`src/rtl/xpc_pkg.sv`:
```
package xpc_pkg;

  typedef enum logic [1:0] {
    UK_L = 2'd0,
    UK_S = 2'd1,
    UK_M = 2'd2,
    UK_D = 2'd3
  } unit_kind_e;

  localparam int KIND_W      = 2;
  localparam int UNIT_CODE_W = KIND_W + 1;
  localparam int NUM_CODES   = 1 << UNIT_CODE_W;

  localparam int RULE_DUP   = 0;
  localparam int RULE_DST   = 1;
  localparam int RULE_XDECL = 2;
  localparam int RULE_BUSY  = 3;
  localparam int RULE_DXP   = 4;
  localparam int RULE_PTR   = 5;
  localparam int RULE_MIX   = 6;
  localparam int RULE_COND  = 7;
  localparam int RULE_W     = 8;

endpackage

```
`src/rtl/xpc_slot_rules.sv`:
```
module xpc_slot_rules #(
  parameter int REG_IDX_W = 4
) (
  input  logic                               used,
  input  logic [xpc_pkg::KIND_W-1:0]         kind,
  input  logic                               side,
  input  logic                               dst_side,
  input  logic                               srca_side,
  input  logic                               srcb_side,
  input  logic                               xflag,
  input  logic                               cond_en,
  input  logic                               cond_side,
  input  logic [REG_IDX_W-1:0]               cond_reg,
  input  logic                               cond_inv,
  output logic                               dst_bad,
  output logic                               xdecl_bad,
  output logic                               dxp_bad,
  output logic                               ptr_bad,
  output logic                               cond_bad,
  output logic                               xuse_a,
  output logic                               xuse_b,
  output logic                               d_used,
  output logic                               d_cross,
  output logic [xpc_pkg::UNIT_CODE_W-1:0]    unit_code
);
  import xpc_pkg::*;

  localparam logic [REG_IDX_W-1:0] REG_ZERO = '0;
  localparam logic [REG_IDX_W-1:0] REG_ONE  = REG_IDX_W'(1);
  localparam logic [REG_IDX_W-1:0] REG_TWO  = REG_IDX_W'(2);

  logic       is_d;
  logic [1:0] opp_cnt;
  logic       cond_legal;
  logic       alu_used;

  always_comb begin
    is_d     = (kind == UK_D);
    alu_used = used && !is_d;
    opp_cnt  = {1'b0, srca_side != side} + {1'b0, srcb_side != side};

    // side A offers registers 1 and 2, side B offers 0, 1 and 2
    if (cond_side == 1'b0) begin
      cond_legal = (cond_reg == REG_ONE) || (cond_reg == REG_TWO);
    end else begin
      cond_legal = (cond_reg == REG_ZERO) || (cond_reg == REG_ONE) ||
                   (cond_reg == REG_TWO);
    end

    dst_bad   = alu_used && (dst_side != side);
    xdecl_bad = alu_used && ((opp_cnt == 2'd2) ||
                             (xflag && (opp_cnt == 2'd0)) ||
                             (!xflag && (opp_cnt != 2'd0)));
    dxp_bad   = used && is_d && xflag;
    ptr_bad   = used && is_d && (srca_side != side);
    cond_bad  = used && (cond_en ? !cond_legal : cond_inv);

    xuse_a    = alu_used && xflag && (side == 1'b0);
    xuse_b    = alu_used && xflag && (side == 1'b1);
    d_used    = used && is_d;
    d_cross   = used && is_d && (dst_side != side);
    unit_code = {side, kind};
  end

endmodule

```
`config.mk`:
```
export PLATFORM = sky130hd
export DESIGN_NAME = xpc_slot_rules
export DESIGN_NICKNAME = d
export VERILOG_FILES = /design/src/rtl/xpc_pkg.sv /design/src/rtl/xpc_slot_rules.sv
export SDC_FILE = /design/constraint.sdc
export NUM_CORES = 1
export LEC_CHECK = 0
export BUFFER_PORTS_ARGS = -buffer_cell sky130_fd_sc_hd__buf_2
export CAP_MARGIN = 0
export CORE_AREA = 2 2 39 41
export DETAILED_ROUTE_END_ITERATION = 16
export DIE_AREA = 0 0 41 43
export MAX_ROUTING_LAYER = met4
export PLACE_DENSITY = 0.37
export SYNTH_ARGS = -nofsm -noshare
export SYNTH_HDL_FRONTEND = slang
export SYNTH_SLANG_ARGS = --single-unit
```
`constraint.sdc`:
```
create_clock -name vclk -period 0.9
set_clock_uncertainty 0.1 [all_clocks]
set_input_delay 0.18 -clock vclk [all_inputs]
set_output_delay 0.18 -clock vclk [all_outputs]
set_load 0.1 [all_outputs]
```
==> flow_metrics.tcl <==
set metrics [dict create \
    hold_class "in2out" \
    ios 27 \
    start_kind "input pin" \
    post-dp-hpwl_um 583 \
    synthMuxAreaShare 0 \
    place_inst 76 \
    yosysSeqAreaShare 0 \
    start_util 0.113 \
    grt_max_degree 7 \
    synth_top_family_by_area "simple AND/OR/NAND/NOR gates" \
    arrival_ns 0.88 \
    startpoint "srcb_side" \
    total_power_w 0.000555 \
    drt_pass1_iterations 2 \
    wl_per_cell_um 8.50 \
    fin_util 0.559 \
    min_period_ns 1.16 \
    path_class "in2out" \
    violations "negative setup slack" \
    drive_gt1_frac 0.933 \
    power.internal_w 0.000239 \
    yosys.area_share.adder 0 \
    final.clkbuf_count 0 \
    p_clk_frac 0 \
    synth_nets 43 \
    final_cell_mix "buf_12 (13), buf_4 (7), buf_2 (6), buf_6 (6)" \
    gr-total-overflow 0 \
    dieArea_mm2 0.00176 \
    syn_inst 28 \
    synthesis.area_um2 156 \
    routed_wl_um 646 \
    leakagePower_nw 0.312 \
    ys_types 16 \
    via_per_inst 4.17 \
    antenna_found_initial 0 \
    drt_iter0_markers 3 \
    p_switching_w 0.000317 \
    yosys.area_share.simple 0.408 \
    final_cells 76 \
    maxClockFrequency_ghz 0.863 \
    areaGrowthSynthToFinish_pct 394 \
    wl_met3_um 55 \
    die_w_um 41 \
    port_buffers 27 \
    synth_xor_area_frac 0.112 \
    yosysWarningCount 0 \
    core_area_mm2 0.00138 \
    path_max_fanout 4 \
    ant_nets 0 \
    outcome "finished with violations" \
    critPathCaptureType "output port" \
    fill_cells 127 \
    drt-met1-wl_um 217 \
    fin_crit_sh 1.29 \
    setup_violations 9 \
    power_frac_comb 1.000 \
    grt_pass1_vias 278 \
    p_per_area_mw_per_mm2 718 \
    hold_start "kind[1]" \
    num_vias 317 \
    pwr-share-seq 0 \
    swShare 0.570 \
    rsz0062_at_grt "true" \
    hold_path_depth 3 \
    fin_nets 77 \
    worst_slew_pin_slew_ns 0.310 \
    gr-usage-all-layers 0.0841 \
    max_cap_violations 0 \
    cp.required_ns 0.62 \
    gp_routability_congestion 0.626 \
    seq_cells 0 \
    die_h_um 43 \
    setup_ws_ns -0.259 \
    placementRows 14 \
    drc 0 \
    max_slew_margin 0.791 \
    routed.top_layer "met3" \
    wl_met2_um 373 \
    synth-compound-area-share 0.312 \
    grt_pass1_wl_um 1100 \
    antenna_cells 0 \
    synth.avg_cell_area_um2 5.59 \
    hold_violations 0 \
    regArea_um2 0 \
    mostFrequentLayoutCell "buf_12" \
    cts_hold_buf 0 \
    drv_slew 0 \
    vdd_ir_drop_max_mv 0.365 \
]
==> path summary, 6_finish.rpt <==
check,endpoint,slack (ns)
hold / removal,unit_code[1],0.62
setup / recovery,xdecl_bad,-0.26
==> power by group through the flow <==
stage                     Clock, W  Sequential, W  Combinational (W)
after floorplan                  0              0           0.000291
after global placement           0              0           0.000494
after detailed placement         0              0           0.000496
after CTS                        0              0           0.000559
after global routing             0              0           0.000576
final                            0              0           0.000555
==> Yosys cell counts, drive strengths merged <==
cell    n  share of area
nand2b  1          0.040
inv     1          0.024
xnor2   2           0.11
and3    1          0.048
o211ai  1          0.048
o21ai   1          0.032
nand2   4          0.096
a31oi   1          0.040
buf     3           0.14
nor2    5           0.12
nor3    1          0.032
a21boi  1          0.048
a21oi   3          0.096
and2    1          0.040
nand3   1          0.032
o31ai   1          0.048
==> metrics by stage <==
stage          setup TNS [ns]  instance area (µm²)  setup WS (ns)  hold slack [ns]
2_1_floorplan           -2.59                  272         -0.499            0.356
3_3_place_gp            -2.30                  644         -0.332            0.689
3_5_place_dp            -2.38                  644         -0.357            0.690
4_1_cts                 -1.65                  771         -0.265            0.623
5_1_grt                 -1.84                  773         -0.285            0.631
6_report                -1.58                  773         -0.259            0.621
==> worst max-delay path, cell delays in order <==
cell	delay, ns
buf_8	0.09
nand2b_4	0.11
o211ai_1	0.12
a21oi_4	0.19
buf_12	0.19
==> layer usage <==
layer | GRT usage | vias up
met5 | - | -
met4 | 0 | 0
met3 | 0 | 0
met2 | 0.150 | 17
met1 | 0.108 | 139
li1 | - | 161
==> kinds of logic (layout without fill, tap and decap cells) <==
group | count (synthesis) | count (layout)
buf+inv | 4 | 36
simple gates | 14 | 14
xor+xnor | 2 | 2
compound gates | 8 | 8
==> repair_timing <==
action / 4_1_cts / 5_1_grt
buffers inserted: 0 / 0
pin swaps: 15 / 2
setup endpoints to repair: 11 / 9
gates resized for setup: 30 / 1
==> layout make-up <==
class	count	area, µm²	area share
well taps	16	20.0	0.0259
multi-input cells	24	290	0.375
inverters	1	7.51	0.00971
repair buffers	35	455	0.589
(Power assumes the default switching activity.)
